File: src/rtl/ser_pkg.sv
package ser_pkg;

  // Link condition of the serializer
  typedef enum logic [1:0] {
    LINK_OFF    = 2'd0,   // reset or powered down, outputs idle
    LINK_STREAM = 2'd1,   // bytes are being sent
    LINK_FROZEN = 2'd2    // lock lost, outputs held
  } link_state_e;

  // Per-cycle commands from the frame timer to the lane shifters
  typedef struct packed {
    logic clear;  // force idle
    logic load;   // begin a new byte
    logic shift;  // advance one bit
  } lane_ctrl_t;

endpackage

File: src/rtl/ser_rst_sync.sv
module ser_rst_sync (
  input  logic clk,
  input  logic rst_n,
  output logic rst_n_sync
);

  logic [1:0] sync_q;

  always_ff @(posedge clk or negedge rst_n) begin
    if (!rst_n) sync_q <= 2'b00;
    else        sync_q <= {sync_q[0], 1'b1};
  end

  assign rst_n_sync = sync_q[1];

endmodule

File: src/rtl/ser_sample_hold.sv
module ser_sample_hold #(
  parameter int WORD_W = 32
) (
  input  logic              clk,
  input  logic              rst_n,
  input  logic              smp_valid,
  input  logic [WORD_W-1:0] smp_data,
  input  logic              pwr_down,
  input  logic              clkgen_unlock,
  output logic [WORD_W-1:0] load_word
);

  logic              accept;
  logic [WORD_W-1:0] hold_q;
  logic [WORD_W-1:0] hold_d;

  // samples offered while unlocked or powered down are discarded
  always_comb begin
    accept = smp_valid && !pwr_down && !clkgen_unlock;
    hold_d = accept ? smp_data : hold_q;
  end

  always_ff @(posedge clk or negedge rst_n) begin
    if (!rst_n)      hold_q <= '0;
    else if (accept) hold_q <= hold_d;
  end

  // bypass so a word offered right at the boundary goes out at once
  assign load_word = hold_d;

endmodule

File: src/rtl/ser_frame_timer.sv
module ser_frame_timer
  import ser_pkg::*;
#(
  parameter int SAMPLE_W = 8
) (
  input  logic       clk,
  input  logic       rst_n,
  input  logic       pwr_down,
  input  logic       clkgen_unlock,
  output lane_ctrl_t ctrl,
  output logic       dclk_out,
  output logic       fclk_out
);

  localparam int CW   = $clog2(SAMPLE_W);
  localparam int LAST = SAMPLE_W - 1;
  localparam int HALF = SAMPLE_W / 2;

  link_state_e     st_q, st_d;
  logic [CW-1:0]   idx_q, idx_d;
  logic [CW:0]     idx_inc;
  logic            dclk_q, dclk_d;
  logic            fclk_q, fclk_d;
  logic            active, start, advance;

  always_comb begin
    active  = !pwr_down && !clkgen_unlock;
    start   = active && ((st_q != LINK_STREAM) || (idx_q == CW'(LAST)));
    advance = active && !start;
    idx_inc = {1'b0, idx_q} + (CW+1)'(1);

    st_d   = st_q;
    idx_d  = idx_q;
    dclk_d = dclk_q;
    fclk_d = fclk_q;

    if (pwr_down) begin
      st_d   = LINK_OFF;
      idx_d  = '0;
      dclk_d = 1'b0;
      fclk_d = 1'b0;
    end else if (clkgen_unlock) begin
      st_d = (st_q == LINK_OFF) ? LINK_OFF : LINK_FROZEN;
    end else if (start) begin
      st_d   = LINK_STREAM;
      idx_d  = '0;
      dclk_d = ~dclk_q;
      fclk_d = 1'b1;
    end else if (advance) begin
      idx_d  = idx_inc[CW-1:0];
      dclk_d = ~dclk_q;
      fclk_d = (idx_inc < (CW+1)'(HALF));
    end

    ctrl.clear = pwr_down;
    ctrl.load  = start;
    ctrl.shift = advance;
  end

  always_ff @(posedge clk or negedge rst_n) begin
    if (!rst_n) begin
      st_q   <= LINK_OFF;
      idx_q  <= '0;
      dclk_q <= 1'b0;
      fclk_q <= 1'b0;
    end else begin
      st_q   <= st_d;
      idx_q  <= idx_d;
      dclk_q <= dclk_d;
      fclk_q <= fclk_d;
    end
  end

  assign dclk_out = dclk_q;
  assign fclk_out = fclk_q;

endmodule

File: src/rtl/ser_lane_shift.sv
module ser_lane_shift
  import ser_pkg::*;
#(
  parameter int SAMPLE_W = 8
) (
  input  logic                clk,
  input  logic                rst_n,
  input  lane_ctrl_t          ctrl,
  input  logic [SAMPLE_W-1:0] word,
  output logic                bit_out
);

  logic [SAMPLE_W-1:0] sh_q, sh_d;
  logic                bit_q, bit_d;
  logic                en;

  always_comb begin
    en    = ctrl.clear || ctrl.load || ctrl.shift;
    sh_d  = sh_q;
    bit_d = bit_q;
    if (ctrl.clear) begin
      sh_d  = '0;
      bit_d = 1'b0;
    end else if (ctrl.load) begin
      bit_d = word[SAMPLE_W-1];
      sh_d  = {word[SAMPLE_W-2:0], 1'b0};
    end else if (ctrl.shift) begin
      bit_d = sh_q[SAMPLE_W-1];
      sh_d  = {sh_q[SAMPLE_W-2:0], 1'b0};
    end
  end

  always_ff @(posedge clk or negedge rst_n) begin
    if (!rst_n) begin
      sh_q  <= '0;
      bit_q <= 1'b0;
    end else if (en) begin
      sh_q  <= sh_d;
      bit_q <= bit_d;
    end
  end

  assign bit_out = bit_q;

endmodule

File: src/rtl/ddr_lane_serializer.sv
module ddr_lane_serializer
  import ser_pkg::*;
#(
  parameter int LANES    = 4,
  parameter int SAMPLE_W = 8
) (
  input  logic                      clk,
  input  logic                      rst_n,
  input  logic                      pwr_down,
  input  logic                      clkgen_unlock,
  input  logic                      smp_valid,
  input  logic [LANES*SAMPLE_W-1:0] smp_data,
  output logic [LANES-1:0]          lane_out,
  output logic                      dclk_out,
  output logic                      fclk_out
);

  localparam int WORD_W = LANES * SAMPLE_W;

  logic              rst_n_sync;
  logic [WORD_W-1:0] load_word;
  lane_ctrl_t        ctrl;

  ser_rst_sync u_rst (
    .clk        (clk),
    .rst_n      (rst_n),
    .rst_n_sync (rst_n_sync)
  );

  ser_sample_hold #(.WORD_W(WORD_W)) u_hold (
    .clk           (clk),
    .rst_n         (rst_n_sync),
    .smp_valid     (smp_valid),
    .smp_data      (smp_data),
    .pwr_down      (pwr_down),
    .clkgen_unlock (clkgen_unlock),
    .load_word     (load_word)
  );

  ser_frame_timer #(.SAMPLE_W(SAMPLE_W)) u_timer (
    .clk           (clk),
    .rst_n         (rst_n_sync),
    .pwr_down      (pwr_down),
    .clkgen_unlock (clkgen_unlock),
    .ctrl          (ctrl),
    .dclk_out      (dclk_out),
    .fclk_out      (fclk_out)
  );

  for (genvar g = 0; g < LANES; g++) begin : g_lane
    ser_lane_shift #(.SAMPLE_W(SAMPLE_W)) u_lane (
      .clk     (clk),
      .rst_n   (rst_n_sync),
      .ctrl    (ctrl),
      .word    (load_word[g*SAMPLE_W +: SAMPLE_W]),
      .bit_out (lane_out[g])
    );
  end

endmodule

File: config.mk
export PLATFORM = sky130hd
export DESIGN_NAME = ddr_lane_serializer
export DESIGN_NICKNAME = d
export VERILOG_FILES = /design/src/rtl/ser_pkg.sv /design/src/rtl/ser_rst_sync.sv /design/src/rtl/ser_sample_hold.sv /design/src/rtl/ser_frame_timer.sv /design/src/rtl/ser_lane_shift.sv /design/src/rtl/ddr_lane_serializer.sv
export SDC_FILE = /design/constraint.sdc
export NUM_CORES = 1
export LEC_CHECK = 0
export CAP_MARGIN = 20
export CORE_MARGIN = 2
export CORE_UTILIZATION = 45
export CTS_CLUSTER_SIZE = 12
export DETAILED_ROUTE_END_ITERATION = 16
export PLACE_DENSITY = 0.7
export SETUP_SLACK_MARGIN = 0.15
export SYNTH_ARGS = -nofsm -noshare
export SYNTH_HDL_FRONTEND = slang
export SYNTH_SLANG_ARGS = --single-unit
export TNS_END_PERCENT = 20
File: constraint.sdc
create_clock -name clk -period 2.32 [get_ports clk]
set_input_delay 0.464 -clock clk [delete_from_list [all_inputs] [get_ports clk]]
set_output_delay 0.464 -clock clk [all_outputs]
set_load 0.01 [all_outputs]
### Word level (Yosys, flattened, before mapping)

Index checks and enable logic that the tools add are counted.
Widths: inputs -> output; s select.

* bits in registers: 77
* bits of input ports: 37
* output and inout bits: 6
* word-level logic and storage cells: 77

* add/subtract/negate cells: 1
* magnitude comparators: 1
* equality and inequality tests: 3
* mux-type cells: 41
* bitwise operators: 1
* reduce and logical (&&, ||, !) cells: 16

Operator list (number)
* $mux 8: 12
* $mux 32: 1
* $mux 1: 20
* $mux 3: 4
* $mux 2: 4
* $reduce_bool 3->1: 2
* $logic_and 1x1->1: 5
* $add 3x1->4 const B: 1
* $lt 4x3->1 const B: 1
* $reduce_and 2->1: 2
* $eq 3x3->1 const B: 1
* $logic_not 1->1: 3
* $logic_or 1x1->1: 3
* $logic_not 2->1: 1
* $ne 2x1->1 const B: 1
* $ne 2x2->1 const B: 1
* $not 1->1: 1

### Depth between registers and ports, before layout

Gate-level depths: netlist (run 1).

* depth in word-level cells: 9
* mapped depth: 6
* mapped depth without buffers: 5

### Hierarchy

From an unflattened synthesis (run 1), not the netlist that was laid out.

* cells, all modules: 278
* area total of the unflattened synthesis: 3932.5 sq um

Modules (own cells, without submodules)
* ser_sample_hold: instances 1, cells an instance 104, area an instance 1890.6 sq um, seq. area each 800.8 sq um
* ser_lane_shift: instances 4, cells an instance 35, area an instance 409.1 sq um, seq. area each 200.2 sq um
* ser_frame_timer: instances 1, cells an instance 31, area an instance 351.6 sq um, seq. area each 175.2 sq um
* ser_rst_sync: instances 1, cells an instance 3, area an instance 53.8 sq um, seq. area each 50.0 sq um

### Worst setup path after synthesis (run 1)

OpenSTA, ideal clock, no wires.

* path kind: reg2reg
* start: register u_timer.idx_q[0]
* end: register u_timer.fclk_q, in the netlist u_timer.fclk_out
* setup time: 0.128 ns
* arrival time: 1.470 ns
* required time: 2.192 ns
* path slack: 0.722 ns
* cell stages (with the launch flop): 7
* path buffers: 1
* clock period less this slack: 1.598 ns
* cells stage by stage: dfrtp_1 -> ha_1 -> ha_1 -> nor3b_2 -> nand2b_1 -> buf_2 -> o31ai_1

* cells in the longest elaborated chain, start to end: 7
* elaborated cells between the ends (all ways): 13
* classes of those cells: add/sub: 1; order compare: 1; eq/ne: 1; mux: 4; reduce/logical: 6

RTL lines
* start, declared: RTL line ser_frame_timer.sv:20 `logic [CW-1:0] idx_q, idx_d;`
* start signal, assigned: RTL line ser_frame_timer.sv:68 `idx_q <= idx_d;`
* branches (longest 7 deep; another with $add 3x1->4)
* end signal, assigned: RTL line ser_frame_timer.sv:70 `fclk_q <= fclk_d;`
* end, declared: RTL line ser_frame_timer.sv:23 `logic fclk_q, fclk_d;`

Parallel ways; which one is timed is not known. The select of a mux whose other input is x is not followed.
A chain may end at the register's enable or synchronous reset.

### Worst setup path after layout (run 1)

* start: register g_lane[3].u_lane.bit_q
* end: output port lane_out[3]

RTL lines
* start, declared: RTL line ser_lane_shift.sv:14 `logic bit_q, bit_d;`
* start signal, assigned: RTL line ser_lane_shift.sv:39 `bit_q <= bit_d;`
* end, declared: RTL line ddr_lane_serializer.sv:13 `output logic [LANES-1:0] lane_out,`

No word-level cell between the ends.

==> results of run 1 <==
-- routing by layer --
layer | up-vias | GRT usage [%]
li1 | 1011 | -
met1 | 1046 | 22.9
met2 | 44 | 26.0
met3 | 6 | 6.12
met4 | 0 | 3.85
met5 | - | 0
-- logic make-up after synthesis --
group | synth area share (%)
flip-flops | 54.7
AO/OA/AOI/OAI | 13.5
multiplexers | 23.8
buffers and inverters | 4.54
AND/OR/NAND/NOR | 2.33
adder cells (fa/ha/maj) | 0.750
other | 0.112
XOR/XNOR | 0.263
-- flip-flops by register name, indices dropped and copies added, names as in the netlist --
register / cells
u_timer.st_q: 2
u_hold.hold_q: 32
u_rst.sync_q: 2
g_lane.u_lane.bit_out: 4
u_timer.dclk_out: 1
u_timer.idx_q: 3
u_timer.fclk_out: 1
g_lane.u_lane.sh_q: 28
-- final timing paths --
check | from | endpoint | cells past startpoint
max | g_lane[3].u_lane.bit_out | lane_out[3] | 1
min | u_rst.sync_q[1] | g_lane[0].u_lane.sh_q[7] | 0
max reg2reg | u_timer.idx_q[0] | g_lane[0].u_lane.sh_q[2] | 6
min reg2reg | u_rst.sync_q[1] | g_lane[0].u_lane.sh_q[7] | 0
max in group asynchronous | u_rst.sync_q[1] | u_hold.hold_q[2] | 1
min in group clk | u_rst.sync_q[0] | u_rst.sync_q[1] | 0
-- Yosys cell counts (all sizes together) --
| master | number |
|---|---|
| nor2b | 1 |
| o31ai | 1 |
| xor2 | 1 |
| nor3b | 1 |
| and4b | 1 |
| conb | 1 |
| buf | 19 |
| nand2b | 1 |
| mux2 | 32 |
| ha | 2 |
| and2 | 1 |
| nand2 | 6 |
| clkbuf | 6 |
| a32oi | 28 |
| o21a | 1 |
| dfrtp | 73 |
| mux2i | 32 |
| a32o | 2 |
| a21oi | 1 |
| o21ai | 33 |
| nor2 | 3 |
-- cell usage in the layout (no fill, tap or decap), types with 2 or more instances in the layout --
master	netlist	final
nand2_1	6	6
nor2_1	2	2
dfrtp_1	73	72
a32o_1	2	2
clkdlybuf4s50_1	0	41
o21ai_1	33	33
mux2i_1	32	32
mux2_1	2	2
a32oi_1	28	28
buf_12	0	3
ha_1	2	2
clkbuf_8	0	10
mux2_4	30	30
buf_4	4	11
inv_6	0	3
-- stage by stage --
step                std cells  instance area, µm²  hold WS [ps]  power [mW]  setup WS (ps)
floorplan                 246                3340           168        1.85            722
global placement          376                3880           229        2.01            347
detailed placement        376                3880           226        2.02            327
CTS                       392                4090           224        3.08            560
global route              392                4090           251        3.20            521
finish                    392                4090           205        3.03            595
-- report_power, final --
part | leakage, nW | internal, mW | switching (mW)
clock network | 0.104 | 0.539 | 0.500
registers | 0.925 | 1.43 | 0.0921
logic | 0.791 | 0.292 | 0.183
-- area by class of cell --
cell class | count | area, µm² | area share [%]
clock inverter | 6 | 72.6 | 1.77
timing repair buffer | 56 | 558 | 13.6
sequential | 73 | 1830 | 44.7
tap | 99 | 124 | 3.03
clock buffer | 10 | 138 | 3.37
multi-input combinational | 148 | 1370 | 33.5
==> metrics, run 1 <==
outcome complete, no violations; Tmin final 1720 ps; vias 2107; # clock sinks 73; Routed WL 6230 µm; # nets final 327; leakage power 1.82 nW; worst-case clock buffer depth 2; total of max-cap violations 0; number of synthesized register bits 73; metal2 WL 2880 µm; top post-synthesis cells by area dfrtp_1, mux2_4, mux2i_1, a32oi_1, o21ai_1; Area Growth Syn to Fin 22.5%; Arr. time, crit path 1260 ps; Syn Nets 285; Buf+Inv Stages, Crit Path 1; first-pass GRT wire length 11000 µm; delay of the slowest cell on the worst path 550 ps; DRC 0; hold crit path type flip-flop to asynchronous set/reset pin; Clock Skews 16.3 ps; Max Used Layer met4; row count 31; Critical Setup Path Class flip-flop to output port; final setup vio count 0; WL/cell 15.9 µm; CP cell instances clkdlybuf4s50_1; GRT Residual Overflow 0; Die Width 90.1 µm; layout cell share with drive strength beyond 1 22.5%; met3 WL 295 µm; DR pass1 iterations 4; max frequency 580 MHz; # IOs 43; Hold-fix buffers, CTS 0; CP top delay family buffers and inverters; # resized after CTS 0; level count of the clock H-tree 3; setup tns final 0 ps; Synth Cell Area 3340 µm²; PwrDens 742 nW/µm²; flop2flop setup slack 690 ps; Die Ht 90.1 µm; Critical Path End Type output port; Synth warnings 0; total die area 8120 µm²; DRT antenna net count 0; # fillers 619; Pins Over Slew Limit 0; utilization after layout 56.7%; Core Area 7210 µm²; Initial Util 46.3%; RD Place Congestion 0.733; post-CTS setup buffer count 0; Num CTS Buffers 9; vias per inst 5.38; HPWL Detailed 4110 µm; post-synthesis cell type count 26; Tot GR Track Use 16.9%; M1 WL 3000 µm; largest area contributor in the netlist dfrtp_1; crit path launch type flip-flop; CP max stage cell clkdlybuf4s50_1; largest net degree at the start of global routing 37; clock root buffer clkbuf_8; Mapped Cells 246; Seq/Total Area, Yosys 54.7%; initial antenna violation count 0; Clk Latency, worst-skew pair 350 ps; RSZ-0062 raised after global routing false; IO Port Bufs 42; Worst Path Required 1860 ps; vias in the first global route 2228; TritonCTS clock tree done; Final Cycle Share 74.3%; 1st-iter DRT viols 104; top-area cell type share of the netlist area 54.7%; Max FO, Critical Path 2; maximum vdd ir drop 0.366 mV; Synth Area per Inst 13.6 µm²; Clock Pin Slew Worst Setup and Hold Paths 90 ps; diodes inserted 0; final hold vios 0
Note: power is estimated with default switching activity, not from simulation.
==> inputs of run 2 (changes only) <==
--- a/config.mk
+++ b/config.mk
@@ -10,7 +10,7 @@
 export CORE_UTILIZATION = 45
 export CTS_CLUSTER_SIZE = 12
 export DETAILED_ROUTE_END_ITERATION = 16
-export PLACE_DENSITY = 0.7
+export PLACE_DENSITY = 0.67
 export SETUP_SLACK_MARGIN = 0.15
 export SYNTH_ARGS = -nofsm -noshare
 export SYNTH_HDL_FRONTEND = slang
==> constraint.sdc (replaced) <==
create_clock -name clk -period 1.65 [get_ports clk]
set_input_delay 0.33 -clock clk [delete_from_list [all_inputs] [get_ports clk]]
set_output_delay 0.33 -clock clk [all_outputs]
set_load 0.01 [all_outputs]
==> metrics, run 2 (synthesis results as in run 1) <==
diodes inserted 0 (unchanged); Pins Over Slew Limit 0 (unchanged); total of max-cap violations 0 (unchanged); CP cell instances ha_2 -> ha_4 -> nor3b_4 -> nand2b_4 -> clkbuf_16 -> o21ai_2 (was clkdlybuf4s50_1); Critical Path End Type flip-flop (was output port); Die Width 90.1 µm (unchanged); filler-free cell count of the finished design 394 (was 392); Clk Latency, worst-skew pair 340 ps (was 350 ps); level count of the clock H-tree 3 (unchanged); largest net degree at the start of global routing 61 (was 37); Initial Util 46.3% (unchanged); Tot GR Track Use 17.0% (was 16.9%); Biggest register u_hold.hold_q (unchanged); Clock Pin Slew Worst Setup and Hold Paths 80 ps (was 90 ps); DRT antenna net count 0 (unchanged); Clock Skews 8.42 ps (was 16.3 ps); Routed WL 6630 µm (was 6230 µm); # IOs 43 (unchanged); # fillers 609 (was 619); max frequency 628 MHz; # clock sinks 73 (unchanged); Arr. time, crit path 1820 ps (was 1260 ps); most frequent cells in the layout dfrtp_1, clkdlybuf4s50_1, mux2i_1 (was dfrtp_1, clkdlybuf4s50_1, o21ai_1); RD Place Congestion 0.713 (was 0.733); outcome complete, no violations (unchanged); first-pass GRT wire length 11000 µm (about the same); Final Cycle Share 96.5%; worst-case clock buffer depth 2 (unchanged); GRT Residual Overflow 0 (unchanged); vias per inst 5.46 (was 5.38); dpl cells 376 (unchanged); crit path launch type flip-flop (unchanged); Power Internal 3.18 mW (was 2.26 mW); RSZ-0062 raised after global routing true (was false); 1st-iter DRT viols 141 (was 104); PwrDens 996 nW/µm² (was 742 nW/µm²); Area Growth Syn to Fin 28.3% (was 22.5%); total die area 8120 µm² (unchanged); DR pass1 iterations 4 (unchanged); Sw Ratio 25.3% (was 25.5%); setup tns final 0 ps (unchanged); # nets final 329 (was 327); commonest non-fill, non-tap cell in the layout dfrtp_1 (unchanged); clock network fraction of total power 32.7% (was 34.2%); Tmin final 1590 ps; row count 31 (unchanged); delay of the slowest cell on the worst path 400 ps (was 550 ps); maximum vdd ir drop 0.584 mV (was 0.366 mV); final setup vio count 0 (unchanged); WL/cell 16.8 µm (was 15.9 µm); Hold-fix buffers, CTS 0 (unchanged); leakage power 1.90 nW (was 1.82 nW); max FFs per register 32 (unchanged); TritonCTS clock tree done (unchanged); Critical Setup Path Class flip-flop to flip-flop (was flip-flop to output port); DRC 0 (unchanged); Core Area 7210 µm² (unchanged); Tot Pwr 4.26 mW (was 3.03 mW); layout cell share with drive strength beyond 1 30.2% (was 22.5%); IO Port Bufs 42 (unchanged); Combinational Power Share 17.3% (was 15.6%); Num CTS Buffers 9 (unchanged); Fin Hold WS 144 ps (was 205 ps); HPWL Detailed 4100 µm (was 4110 µm); Reg power frac 50.1% (about the same); final hold vios 0 (unchanged); CP max stage cell dfrtp_1 (was clkdlybuf4s50_1); Worst Path Required 1880 ps (was 1860 ps); vias 2150 (was 2107); Max FO, Critical Path 8 (was 2); vias in the first global route 2169 (was 2228); hold crit path type flip-flop to asynchronous set/reset pin (unchanged); clock root buffer clkbuf_8 (unchanged); initial antenna violation count 0 (unchanged); Die Ht 90.1 µm (unchanged); switching power total 1.08 mW (was 0.775 mW)
[run 2: critical path, delay by kind of cell, from the launching register on]
kind | cells | cell delay [ps]
adder cells (fa/ha/maj) | 2 | 370
buffers and inverters | 1 | 190
AO/OA/AOI/OAI | 1 | 60
flip-flops | 1 | 400
AND/OR/NAND/NOR | 2 | 470
[run 2: layout make-up]
| type | count | area, µm² | area share, % |
|---|---|---|---|
| sequential | 73 | 1830 | 42.7 |
| multi-input combinational | 148 | 1460 | 34.1 |
| timing repair buffer | 58 | 673 | 15.7 |
| clock buffer | 10 | 138 | 3.22 |
| tap | 99 | 124 | 2.89 |
| clock inverter | 6 | 57.6 | 1.34 |
[run 2: power by group through the flow]
stage / Combinational [mW] / Sequential, mW / Clock (mW)
after floorplan: 0.448 / 2.15 / 0
after global placement: 0.678 / 2.16 / 0
after detailed placement: 0.690 / 2.17 / 0
after CTS: 0.704 / 2.13 / 1.42
after global routing: 0.805 / 2.16 / 1.52
final: 0.736 / 2.13 / 1.39
[run 2: routing by layer]
layer / global-route usage [%] / up-vias / part of all wire, %
li1: - / 1009 / -
met1: 24.4 / 1098 / 47
met2: 25.3 / 41 / 49
met3: 3.60 / 2 / 3.4
met4: 6.54 / 0 / 0.29
met5: 0 / - / 0
[run 2: final timing paths]
path	depth (start not counted)	slack (ps)	to	startpoint
max	6	60	g_lane[1].u_lane.sh_q[6]	u_timer.idx_q[1]
min	0	140	u_hold.hold_q[11]	u_rst.sync_q[1]
max reg2reg	6	60	g_lane[1].u_lane.sh_q[6]	u_timer.idx_q[1]
min reg2reg	0	140	u_hold.hold_q[11]	u_rst.sync_q[1]
max in group asynchronous	1	910	u_hold.hold_q[24]	u_rst.sync_q[1]
min in group clk	0	350	u_rst.sync_q[1]	u_rst.sync_q[0]
[run 2: through the flow]
stage | util, % | setup slack [ps] | cell area [µm²]
finish | 59.3 | 57.1 | 4280
global route | 59.3 | 4.34 | 4280
CTS | 57.5 | 50.5 | 4150
detailed placement | 54.3 | -177 | 3920
global placement | 54.3 | -155 | 3920
floorplan | - | 51.9 | 3340
[run 2: timing repair]
action,in CTS,in global routing
gates cloned,0,2
resized for setup,10,20
hold endpoints to repair,0,0
buffers inserted,0,0
setup endpoints to repair,40,41
pin swaps,1,14
==> inputs of run 3 (changes only) <==
==> constraint.sdc (replaced) <==
create_clock -name clk -period 1.65 [get_ports clk]
set_input_delay 0.495 -clock clk [delete_from_list [all_inputs] [get_ports clk]]
set_output_delay 0.495 -clock clk [all_outputs]
set_load 0.01 [all_outputs]
==> metrics, run 3 (synthesis results as in run 1) <==
leakage power 1.96 nW (was 1.90 nW); Register Area 1830 µm² (unchanged); row count 31 (unchanged); Num CTS Buffers 9 (unchanged); PwrDens 998 nW/µm² (was 996 nW/µm²); crit path launch type flip-flop (unchanged); clock root buffer clkbuf_8 (unchanged); Pins Over Slew Limit 0 (unchanged); multi-input logic area 1490 µm² (was 1460 µm²); Arr. time, crit path 1840 ps (was 1820 ps); initial antenna violation count 0 (unchanged); RD Place Congestion 0.713 (about the same); Clock Skews 6.09 ps (was 8.42 ps); WL/cell 17.1 µm (was 16.8 µm); Core Area 7210 µm² (unchanged); Biggest register u_hold.hold_q (unchanged); level count of the clock H-tree 3 (unchanged); total of max-cap violations 0 (unchanged); RSZ-0062 raised after global routing true (unchanged); max FFs per register 32 (unchanged); # nets final 332 (was 329); vias 2158 (was 2150); max frequency 621 MHz (was 628 MHz); Worst Path Required 1880 ps (about the same); hold crit path type flip-flop to asynchronous set/reset pin (unchanged); Area Growth Syn to Fin 30.1% (was 28.3%); TritonCTS clock tree done (unchanged); outcome complete, no violations (unchanged); crit path from u_timer.idx_q[1] (unchanged); IO Port Bufs 42 (unchanged); Clk Latency, worst-skew pair 330 ps (was 340 ps); DRT antenna net count 0 (unchanged); delay of the slowest cell on the worst path 390 ps (was 400 ps); vias in the first global route 2194 (was 2169); Critical Setup Path Class flip-flop to flip-flop (unchanged); CP max stage cell dfrtp_1 (unchanged); Final Cycle Share 97.7% (was 96.5%); # clock sinks 73 (unchanged); HPWL Detailed 4150 µm (was 4100 µm); Die Width 90.1 µm (unchanged); dpl cells 376 (unchanged); Tot GR Track Use 17.0% (about the same); # IOs 43 (unchanged); DRC 0 (unchanged); Max FO, Critical Path 8 (unchanged); post-place instance area 3920 µm² (unchanged); Final Cell Area 4340 µm² (was 4280 µm²); # fillers 589 (was 609); Buf+Inv Stages, Crit Path 1 (unchanged); first-pass GRT wire length 11100 µm (was 11000 µm); total die area 8120 µm² (unchanged); Tmin final 1610 ps (was 1590 ps); worst-case clock buffer depth 2 (unchanged); DR pass1 iterations 4 (unchanged); filler-free cell count of the finished design 397 (was 394); commonest non-fill, non-tap cell in the layout dfrtp_1 (unchanged); most frequent cells in the layout dfrtp_1, clkdlybuf4s50_1, mux2i_1 (unchanged); largest net degree at the start of global routing 61 (unchanged); maximum vdd ir drop 0.527 mV (was 0.584 mV); layout cell share with drive strength beyond 1 33.2% (was 30.2%); Initial Util 46.3% (unchanged); final hold vios 0 (unchanged); GRT Residual Overflow 0 (unchanged); Fin Hold WS 143 ps (was 144 ps); final setup vio count 0 (unchanged); Critical Path End Type flip-flop (unchanged); Routed WL 6790 µm (was 6630 µm); CP cell instances ha_2 -> ha_4 -> nor3b_4 -> nand2b_4 -> clkbuf_16 -> o31ai_2 (was ha_2 -> ha_4 -> nor3b_4 -> nand2b_4 -> clkbuf_16 -> o21ai_2); setup slack after layout 38.6 ps (was 57.1 ps); Clock Pin Slew Worst Setup and Hold Paths 70 ps (was 80 ps); vias per inst 5.44 (was 5.46); CP top delay family simple AND/OR/NAND/NOR gates (unchanged); Critical R2R Launch u_timer.idx_q[1] (unchanged); Die Ht 90.1 µm (unchanged); pre-CTS WS -330 ps (was -177 ps); diodes inserted 0 (unchanged); 1st-iter DRT viols 141 (unchanged)
[run 3: cell count changes in the layout (fill, tap and decap cells not counted), moves of 2 or more]
cell,before,now
clkdlybuf4s15_1,0,4
clkbuf_8,10,12
dlymetal6s2s_1,0,2
o21ai_1,16,10
clkbuf_2,0,2
clkdlybuf4s50_1,40,33
o21ai_2,17,23
clkinv_2,4,1
buf_4,5,7
clkbuf_1,0,2
[run 3: final cells by class]
cell class,count,area share [%]
clock inverters,2,0.807
repair buffers,61,16.0
flip-flops and latches,73,42.1
clock buffers,14,3.98
multi-input cells,148,34.3
well taps,99,2.85
[run 3: power by group]
group / switching, mW / total, mW / internal [mW]
clock network: 0.621 / 1.44 / 0.822
registers: 0.129 / 2.14 / 2.01
logic: 0.302 / 0.752 / 0.450
[run 3: worst paths after layout]
check,end,slack [ps],cells past startpoint
hold reg to reg,u_hold.hold_q[5],140,0
setup / recovery,u_timer.fclk_out,40,6
setup reg to reg,u_timer.fclk_out,40,6
min in group clk,u_rst.sync_q[1],360,0
hold / removal,u_hold.hold_q[5],140,0
max in group asynchronous,g_lane[2].u_lane.sh_q[2],910,1
[run 3: per-layer routing]
layer  up-vias  GRT usage [%]  wire, µm
li1       1014              -         -
met4         0           5.90        76
met2        41           25.6      3250
met5         -              0         0
met1      1094           24.3      3230
met3         9           3.86       226
[run 3: per-stage QoR]
| stage | utilization (%) | TNS [ps] | total power [mW] |
|---|---|---|---|
| global route | 60.2 | -343 | 4.55 |
| CTS | 57.6 | 0 | 4.31 |
| detailed placement | 54.3 | -20100 | 2.86 |
| finish | 60.2 | 0 | 4.33 |
| global placement | 54.3 | -18550 | 2.83 |
| floorplan | - | 0 | 2.60 |
[run 3: timing repair]
item,CTS,global route
hold buffers,0,0
endpoints found under the setup margin,72,70
gates resized for setup,18,36
buffers inserted,1,2
gates cloned,0,2
pin swaps,1,24
